[config.mk]
export PLATFORM = sky130hd
export DESIGN_NAME = lruPciArbiter
export DESIGN_NICKNAME = d
export VERILOG_FILES = /design/src/rtl/lruArbPkg.sv /design/src/rtl/lruArbCtrl.sv /design/src/rtl/lruArbDatapath.sv /design/src/rtl/lruPciArbiter.sv
export SDC_FILE = /design/constraint.sdc
export NUM_CORES = 1
export LEC_CHECK = 0
export BUFFER_PORTS_ARGS = -buffer_cell sky130_fd_sc_hd__buf_2
export CORE_MARGIN = 2
export CORE_UTILIZATION = 55
export DETAILED_ROUTE_END_ITERATION = 10
export PLACE_DENSITY = 0.78
export SLEW_MARGIN = 20
export SYNTH_ARGS = -nofsm -noshare
export SYNTH_HDL_FRONTEND = slang
export SYNTH_SLANG_ARGS = --single-unit
[constraint.sdc]
create_clock -name clk -period 2.6 [get_ports clk]
set_input_delay 0.26 -clock clk [delete_from_list [all_inputs] [get_ports clk]]
set_output_delay 0.26 -clock clk [all_outputs]
set_load 0.005 [all_outputs]
[src/rtl/lruArbPkg.sv]
package lruArbPkg;

  typedef struct packed {
    logic arbOn;
    logic idleWin;
    logic xferStart;
    logic xferEnd;
  } ctlStrobes_t;

endpackage

[src/rtl/lruArbCtrl.sv]
module lruArbCtrl
  import lruArbPkg::*;
(
  input  logic        clk,
  input  logic        rstN,
  input  logic        hostMode,
  input  logic        busIdle,
  output ctlStrobes_t strobes
);

  logic idlePrev;

  always_ff @(posedge clk or negedge rstN) begin
    if (!rstN) idlePrev <= 1'b1;
    else       idlePrev <= busIdle;
  end

  always_comb begin
    strobes.arbOn     = hostMode;
    strobes.idleWin   = busIdle;
    strobes.xferStart = idlePrev && !busIdle;
    strobes.xferEnd   = hostMode && busIdle && !idlePrev;
  end

endmodule

[src/rtl/lruArbDatapath.sv]
module lruArbDatapath
  import lruArbPkg::*;
#(
  parameter int NUM_MASTERS = 5,
  localparam int IDX_W = $clog2(NUM_MASTERS)
) (
  input  logic                   clk,
  input  logic                   rstN,
  input  ctlStrobes_t            strobes,
  input  logic [NUM_MASTERS-1:0] reqVec,
  output logic                   gntValid,
  output logic [IDX_W-1:0]       gntIdx
);

  logic [IDX_W-1:0] orderQ    [NUM_MASTERS];
  logic [IDX_W-1:0] orderNext [NUM_MASTERS];
  logic [IDX_W-1:0] shiftVal  [NUM_MASTERS];
  logic [IDX_W-1:0] ownerQ;
  logic [IDX_W-1:0] ownerPos;
  logic [IDX_W-1:0] winIdx;
  logic             winFound;
  logic             regrant;

  always_comb begin
    ownerPos = '0;
    for (int i = 0; i < NUM_MASTERS; i++) begin
      if (orderQ[i] == ownerQ) ownerPos = IDX_W'(i);
    end
  end

  for (genvar i = 0; i < NUM_MASTERS; i++) begin : g_ord
    if (i == NUM_MASTERS - 1) begin : g_last
      assign shiftVal[i] = ownerQ;
    end else begin : g_mid
      assign shiftVal[i] = orderQ[i+1];
    end
    assign orderNext[i] = (strobes.xferEnd && (IDX_W'(i) >= ownerPos))
                          ? shiftVal[i] : orderQ[i];
  end

  always_comb begin
    winFound = 1'b0;
    winIdx   = '0;
    for (int i = NUM_MASTERS - 1; i >= 0; i--) begin
      if (reqVec[orderNext[i]]) begin
        winFound = 1'b1;
        winIdx   = orderNext[i];
      end
    end
  end

  assign regrant = !gntValid || strobes.idleWin || !reqVec[gntIdx];

  always_ff @(posedge clk or negedge rstN) begin
    if (!rstN) begin
      for (int i = 0; i < NUM_MASTERS; i++) orderQ[i] <= IDX_W'(i);
      ownerQ   <= '0;
      gntValid <= 1'b0;
      gntIdx   <= '0;
    end else begin
      if (strobes.arbOn) begin
        for (int i = 0; i < NUM_MASTERS; i++) orderQ[i] <= orderNext[i];
      end
      if (strobes.xferStart) ownerQ <= gntIdx;
      if (!strobes.arbOn) begin
        gntValid <= 1'b0;
        gntIdx   <= '0;
      end else if (regrant) begin
        gntValid <= 1'b1;
        gntIdx   <= winFound ? winIdx : '0;
      end
    end
  end

endmodule

[src/rtl/lruPciArbiter.sv]
module lruPciArbiter
  import lruArbPkg::*;
#(
  parameter int NUM_DEV = 4
) (
  input  logic               clk,
  input  logic               rstN,
  input  logic               hostMode,
  input  logic               busIdle,
  input  logic               localReq,
  input  logic [NUM_DEV-1:0] devReqN,
  output logic               localGnt,
  output logic [NUM_DEV-1:0] devGntN,
  output logic               extReqN
);

  localparam int NUM_MASTERS = NUM_DEV + 1;
  localparam int IDX_W = $clog2(NUM_MASTERS);

  ctlStrobes_t            strobes;
  logic [NUM_MASTERS-1:0] reqVec;
  logic                   gntValid;
  logic [IDX_W-1:0]       gntIdx;

  assign reqVec = {~devReqN, localReq};

  lruArbCtrl uCtrl (
    .clk      (clk),
    .rstN     (rstN),
    .hostMode (hostMode),
    .busIdle  (busIdle),
    .strobes  (strobes)
  );

  lruArbDatapath #(.NUM_MASTERS(NUM_MASTERS)) uData (
    .clk      (clk),
    .rstN     (rstN),
    .strobes  (strobes),
    .reqVec   (reqVec),
    .gntValid (gntValid),
    .gntIdx   (gntIdx)
  );

  assign localGnt = gntValid && (gntIdx == '0);

  for (genvar k = 0; k < NUM_DEV; k++) begin : g_gnt
    assign devGntN[k] = !(gntValid && (gntIdx == IDX_W'(k + 1)));
  end

  assign extReqN = hostMode ? 1'b1 : !localReq;

endmodule

==> results.txt, run 1 <==
- At the worst endpoint, the arrival time is ~2700 ps.
- Clock tree from TritonCTS: done
- Post-Syn Instances: 224
* Detail-routed via count per cell: between 6 and 7
* Part of the Yosys area used for sequential elements: a little over a quarter
* IO Port Bufs: 14
- At the end of routability-driven placement, the weighted congestion stood at approximately 0.9.
- Share of layout cells above drive strength 1: between 40 and 50%
- Setup repair after global routing could not meet its margin everywhere.
* Insertion delay of the later-clocked pin in the worst-skew pair: 270 ps
* Worst Path Class, Setup: reg -> reg
- Transition time at the pin with the least slew margin: 539 ps
- Starting Density: between 50% and 60%
- Timing would allow up to just under 0.4 GHz.
* Vias in the first global route: approximately 1800
* Global route overflow: 0
- In this run the count of I/O pins placed on the die edge is 15.
- The die is between 60 and 70 um wide.
- Antenna-violating nets left: 0
- Post-route DRC violation count: 0
* Detailed-route via count: 1934
- The floorplan step set the die height to 66.6 um.
- Dpl cell area: 2410 um^2
* Most common library cell in the layout ignoring fill and taps: sky130_fd_sc_hd__buf_4
* Layout overhead on the synthesized area: 19.7%
- Max-cap violations in this run came to 0.
- Entering global routing, the biggest net connects 24 pins.
* Overall fraction of global-route tracks in use: 27.2%
- Endpoints failing setup: 0
- Synthesized flop and latch total: 23
- CTS built an H-tree with a depth of 1.
- Initial antenna violation count: 0
- Measured against its own limit, the worst slew margin works out to about 64%.
- CTS saw 23 sinks.
- Summed over all cells, the static leakage comes to roughly 1.1 nW.
- The worst setup path is launched from a flip-flop.
- Number of enable-type register cells in the synthesized netlist: 0
- Average size of a mapped cell: around 9.6 um^2
- Synth warn: 0
- Count of cell types in the netlist: 74
- Hold/Removal Path Class: in -> reg
- Of all nets on the critical path, the largest fanout is 11.
* Total design power: roughly 0.0021 W
* Worst clock skew: roughly 3.2 ps
- Highest-count cells in the layout ignoring fill and taps: sky130_fd_sc_hd__buf_4, sky130_fd_sc_hd__nand2_1, sky130_fd_sc_hd__buf_2, sky130_fd_sc_hd__dfrtp_1, sky130_fd_sc_hd__inv_1
* Standard-cell row count: 22
- The number of hold-slack violations in the final timing report was 0.
- Post-route fraction of the period consumed by the critical path: 99.4%
* Final number of max-transition violations: 0
* Final instance area: about 2600 um^2
* Nets in the synthesized netlist: about 230
- Detailed Route WL: 5680 um
- The cell area that synthesis handed to floorplanning was 2160 um^2.
- The first detailed-routing pass took 4 iterations.
- CP endpoint kind: flip-flop
* Cts bufs inserted: 3
* Placeable core region: 3720 um^2
* Peak ir drop on the vdd network: ~0.00045 V
- After clock tree synthesis, the clock-pin slew on the worst setup and hold paths is around 90 ps.
- Diodes inserted: 0
* Drt first-iter violations: 198
- Tmin final: 2590 ps
- In the final routed layout, each cell accounts on average for 18.0 um.
- Main flop type after synthesis: sky130_fd_sc_hd__dfrtp_1
- Summed over all nets, the half-perimeter wirelength after detailed placement is ~4300 um.
* Clk Tree Root Cell: sky130_fd_sc_hd__clkbuf_8
- The flow ran to the end, and the final reports show no timing, DRC or antenna violations.
* Async set-or-reset flop fraction in the synthesized netlist: 100%
* Total Nets Final: between 200 and 300
- Die ar.: about 4400 um^2
* Power Dens Cells: 830 nW/um^2
- At the worst endpoint, the required time is around 2800 ps.
- The first global-routing pass estimated between 9000 and 10000 um of wire.
- The clock passes through at most 2 buffers.
## synth_stat cells, drive strengths merged (6+ instances only)
cell type,count,area share [%]
dfrtp,17,20
nand2,17,3.0
inv,14,2.4
o21ai,12,2.8
mux2,11,5.9
buf,10,4.6
mux2i,10,4.8
nand3,8,2.3
nor2,8,1.4
dfstp,6,7.3
nor3,6,1.9
o211ai,6,2.1
o31ai,6,2.6
xnor2,6,2.4
xor2,6,4.0
## where the power goes
group / total (W) / switching (W) / internal [W]
Combinational: 0.00136 / 0.000726 / 0.000635
Sequential: 0.000547 / 0.000103 / 0.000444
Clock: 0.000236 / 0.000129 / 0.000107
Total: 0.00214 / 0.000957 / 0.00119
## critical path: stages, from the launching register on
cell and delay, ps:
sky130_fd_sc_hd__dfrtp_2 480, sky130_fd_sc_hd__xor2_4 220, sky130_fd_sc_hd__o31ai_2 270, sky130_fd_sc_hd__buf_6 200, sky130_fd_sc_hd__nor4_1 60, sky130_fd_sc_hd__o21a_1 250
sky130_fd_sc_hd__or2_4 280, sky130_fd_sc_hd__or3_2 410, sky130_fd_sc_hd__a21oi_1 190, sky130_fd_sc_hd__o31ai_1 110
## final cells by class
class                   count  area [um^2]
clock buffers               3         41.3
flip-flops and latches     23          587
fillers                   299         1130
inverters                  14         52.6
well taps                  48         60.1
multi-input cells         174         1470
clock inverters             1         5.00
repair buffers             52          362
## timing repair
| item | 4_1_cts | 5_1_grt |
|---|---|---|
| resized for setup | 7 | 9 |
| buffers inserted | 1 | 3 |
| pin swaps | 3 | 5 |
| hold buffers | 1 | 0 |
| hold endpoints to repair | 17 | 0 |
| endpoints found under the setup margin | 3 | 3 |
## layer usage
| layer | vias to the layer above | global-route usage [%] | wire length, um |
|---|---|---|---|
| met3 | 7 | 3.55 | 249 |
| met5 | - | 0 | 0 |
| met2 | 60 | 47.1 | 2870 |
| met1 | 951 | 35.9 | 2500 |
| li1 | 916 | - | - |
| met4 | 0 | 6.12 | 53 |
## stage by stage
stage	setup TNS [ps]	setup WS [ps]	cells	hold WS, ps	utilization, %
2_1_floorplan	0	108	224	-35.6	-
3_5_place_dp	-169	-103	306	270	64.9
6_report	0	14.6	315	120	69.5
5_1_grt	-317	-118	315	122	69.5
3_3_place_gp	0	37.6	306	262	64.9
4_1_cts	0	3.88	312	122	67.7
## worst paths after layout
check	endpoint	cells past startpoint	slack, ps	start
max	uData.gntIdx[1]	9	10	uData.ownerQ[1]
min	uCtrl.idlePrev	1	120	busIdle
min reg2reg	uData.orderQ[13]	1	610	uData.orderQ[13]
max in group asynchronous	uData.ownerQ[1]	2	1720	rstN
max reg2reg	uData.gntIdx[1]	9	10	uData.ownerQ[1]
min in group asynchronous	uData.ownerQ[0]	2	490	rstN
## state kept, by name, summed over array words and instances, names as in the netlist
register / count
uData.orderQ: 15
uData.gntIdx: 3
uData.ownerQ: 3
uCtrl.idlePrev: 1
uData.gntValid: 1
## logic make-up (layout without fill, tap and decap cells)
logic type / after synthesis / in the layout / synth area share [%]
AOI/OAI and AO/OA: 69 / 69 / 27.7
xor gates and xnor gates: 12 / 12 / 6.44
buffers and inverters: 27 / 70 / 8.01
DFF: 23 / 23 / 27.0
muxes: 21 / 21 / 10.7
and+or+nand+nor: 72 / 72 / 20.0
(Power assumes the default switching activity.)
==> inputs of run 2 (changes only) <==
BUFFER_PORTS_ARGS = -buffer_cell sky130_fd_sc_hd__buf_4   (was -buffer_cell sky130_fd_sc_hd__buf_2)
CTS_CLUSTER_SIZE = 20   (was default)
==> run 2 against run 1 <==
Clock skew about the same. Critical path depth down 1. Combinational power about the same. Worst setup slack worse by 11 ps. Largest cell class unchanged. Highest routed layer unchanged.
==> results.txt, run 2 (synthesized netlist as in run 1, its figures left out) <==
- Data arrives at the worst endpoint at 2740 ps.
- The later pin in the worst-skew pair is clocked with a latency of 260 ps.
* MaxCap Viol Count: 0
- In the final timing run, aggregate negative setup slack is 0 ps.
* Mean routed wirelength per cell: roughly 18 um
- Worst path bufs/invs: 0
- The critical path crosses 8 cells after its start point.
* HPWL after detailed placement: between 4000 and 5000 um
- Iteration count of the initial detailed-routing pass: 4
- In this run the count of I/O pins placed on the die edge is 15.
- Wire length of the first global-routing pass: about 9000 um
- In the final layout, the registers with the most flip-flops are uData.orderQ: 15 flops, uData.gntIdx: 3 flops, uData.ownerQ: 3 flops.
- Total Nets Final: 280
* Cts bufs inserted: 3
- Register ranked first by flip-flop count: uData.orderQ
* Clock transition at the registers of the reported paths: roughly 80 ps
* Clock tree from TritonCTS: done
* Hold/Removal Path Class: in -> reg
- Worst Path Class, Setup: reg -> reg
- The clock passes through at most 2 buffers.
* Max reg flops: 15
* Total leakage power: between 1 and 1.5 nW
* TritonCTS sink count: 23
* Diodes inserted: 0
* Placeable core region: approximately 3700 um^2
- Peak ir drop on the vdd network: 0.000570 V
- Most common library cell in the layout ignoring fill and taps: sky130_fd_sc_hd__buf_4
* Ordered cell list for the critical path: xor2_1 -> or3_4 -> nand4_4 -> mux2_4 -> mux2i_2 -> a211oi_4 -> o41ai_4 -> o31ai_1
- In this run the number of H-tree levels came out at 1.
- The tree is rooted in a sky130_fd_sc_hd__clkbuf_8.
* Worst flop-to-flop path startpoint: uData.ownerQ[2]
- Detailed-route via count: 1902
* Worst clock skew: ~2.7 ps
- Global routing consumed, over all layers together, 26.8% of the routing resources.
- At the pin with the least slew margin, the transition time is approximately 450 ps.
* Initial antenna violation count: 0
- The most critical setup path has its startpoint at uData.ownerQ[2].
- Result of the run: completed
- Dpl cell area: 2490 um^2
- Highest-count cells in the layout ignoring fill and taps: sky130_fd_sc_hd__buf_4, sky130_fd_sc_hd__nand2_1, sky130_fd_sc_hd__dfrtp_1, sky130_fd_sc_hd__inv_1, sky130_fd_sc_hd__o21ai_0
- Chip height: about 67 um
- Antenna-violating nets left: 0
* Worst stage delay on the critical path: 480 ps
- In this run the worst setup path terminates at uData.gntIdx[1].
- Unrepaired setup endpoints after global routing: true
* Global route overflow: 0
- STA classifies the critical path startpoint as a flip-flop.
- Final weighted congestion in routability-driven placement: about 0.9
- Of all nets on the critical path, the largest fanout is 8.
- For this design, the slowest cell found on the critical path is sky130_fd_sc_hd__dfrtp_2.
* Peak clock frequency supported by timing: slightly below 0.4 GHz
- Summing all non-filler instances in the final layout gives an area of between 2000 and 3000 um^2.
- After the first detailed-routing iteration, the DRC count stood at around 150.
* Final Hold Vio Count: 0
- Die ar.: 4440 um^2
* Share of layout cells above drive strength 1: between 40 and 50%
* Required time reported for the critical path endpoint: ~2800 ps
* Largest net degree at the start of global routing: 24
* Detail-routed via count per cell: between 5 and 6
- Total design power: approximately 0.0021 W
* Post-route fraction of the period consumed by the critical path: between 90% and 100%
- CP endpoint kind: flip-flop
- Final number of max-transition violations: 0
* Worst relative slew slack: slightly below 70%
- Capture point of the worst reg-to-reg path: uData.gntIdx[1]
* Horizontal die dimension: 66.6 um
- For this design the ratio of total power to cell area is ~810 nW/um^2.
* Tmin final: between 2000 and 3000 ps
- Top delay family on crit path: compound AO/OA/AOI/OAI gates
- From synthesis to final layout, the design area changed by 23.8%.
- The setup check on the worst reg-to-reg path leaves a slack of around 3.4 ps.
- Detailed Route WL: 5600 um
- Post-route DRC violation count: 0
* Depth of the worst register-to-register path: 8
- IO Port Bufs: 14
* Starting Density: 58.0%
* Endpoints failing setup: 0
- Standard-cell row count: 22
* Vias in the first global route: roughly 1900
[run 2: timing repair]
action	in CTS	in global routing
pin swaps	4	8
hold buffers	1	0
endpoints found under the setup margin	3	3
setup buffers	0	1
resized for setup	7	14
endpoints found under the hold margin	17	0
gates cloned	0	1
[run 2: how the worst min path moves through the flow]
| stage | startpoint | end | slack (ps) | cells after the start |
|---|---|---|---|---|
| after floorplan | rstN | uData.gntIdx[0] | -40 | 0 |
| after global placement | rstN | uData.ownerQ[1] | 170 | 1 |
| after detailed placement | rstN | uData.ownerQ[1] | 170 | 1 |
| after CTS | busIdle | uCtrl.idlePrev | 120 | 1 |
| after global routing | busIdle | uCtrl.idlePrev | 120 | 1 |
| final | busIdle | uCtrl.idlePrev | 130 | 1 |
[run 2: per-layer routing]
metal / routed length, um / track usage, % / vias to the layer above
li1: - / - / 930
met1: 2490 / 34.9 / 919
met2: 2870 / 48.0 / 47
met3: 208 / 2.70 / 6
met4: 38 / 5.61 / 0
met5: 0 / 0 / -
[run 2: metrics by stage]
step / hold slack [ps] / util [%] / setup slack [ps] / instances
final: 128 / 71.8 / 3.40 / 318
after global routing: 119 / 71.8 / -110 / 318
after CTS: 120 / 69.4 / 18.3 / 316
after detailed placement: 170 / 66.9 / -91.7 / 311
after global placement: 169 / 66.9 / -27.8 / 311
after floorplan: -35.6 / - / 108 / 224
[run 2: cell type report]
cell class,count,area [um^2]
Clock buffer,4,45.0
Fill cell,278,1050
Inverter,14,52.6
Multi-Input combinational cell,174,1510
Sequential cell,23,587
Tap cell,48,60.1
Timing Repair Buffer,55,417
[run 2: power by group]
group,leakage (nW),internal (W),switching [W]
logic,0.842,0.000629,0.000736
registers,0.285,0.000445,0.000116
clock network,0.0228,0.000109,0.000113
total,1.15,0.00118,0.000965
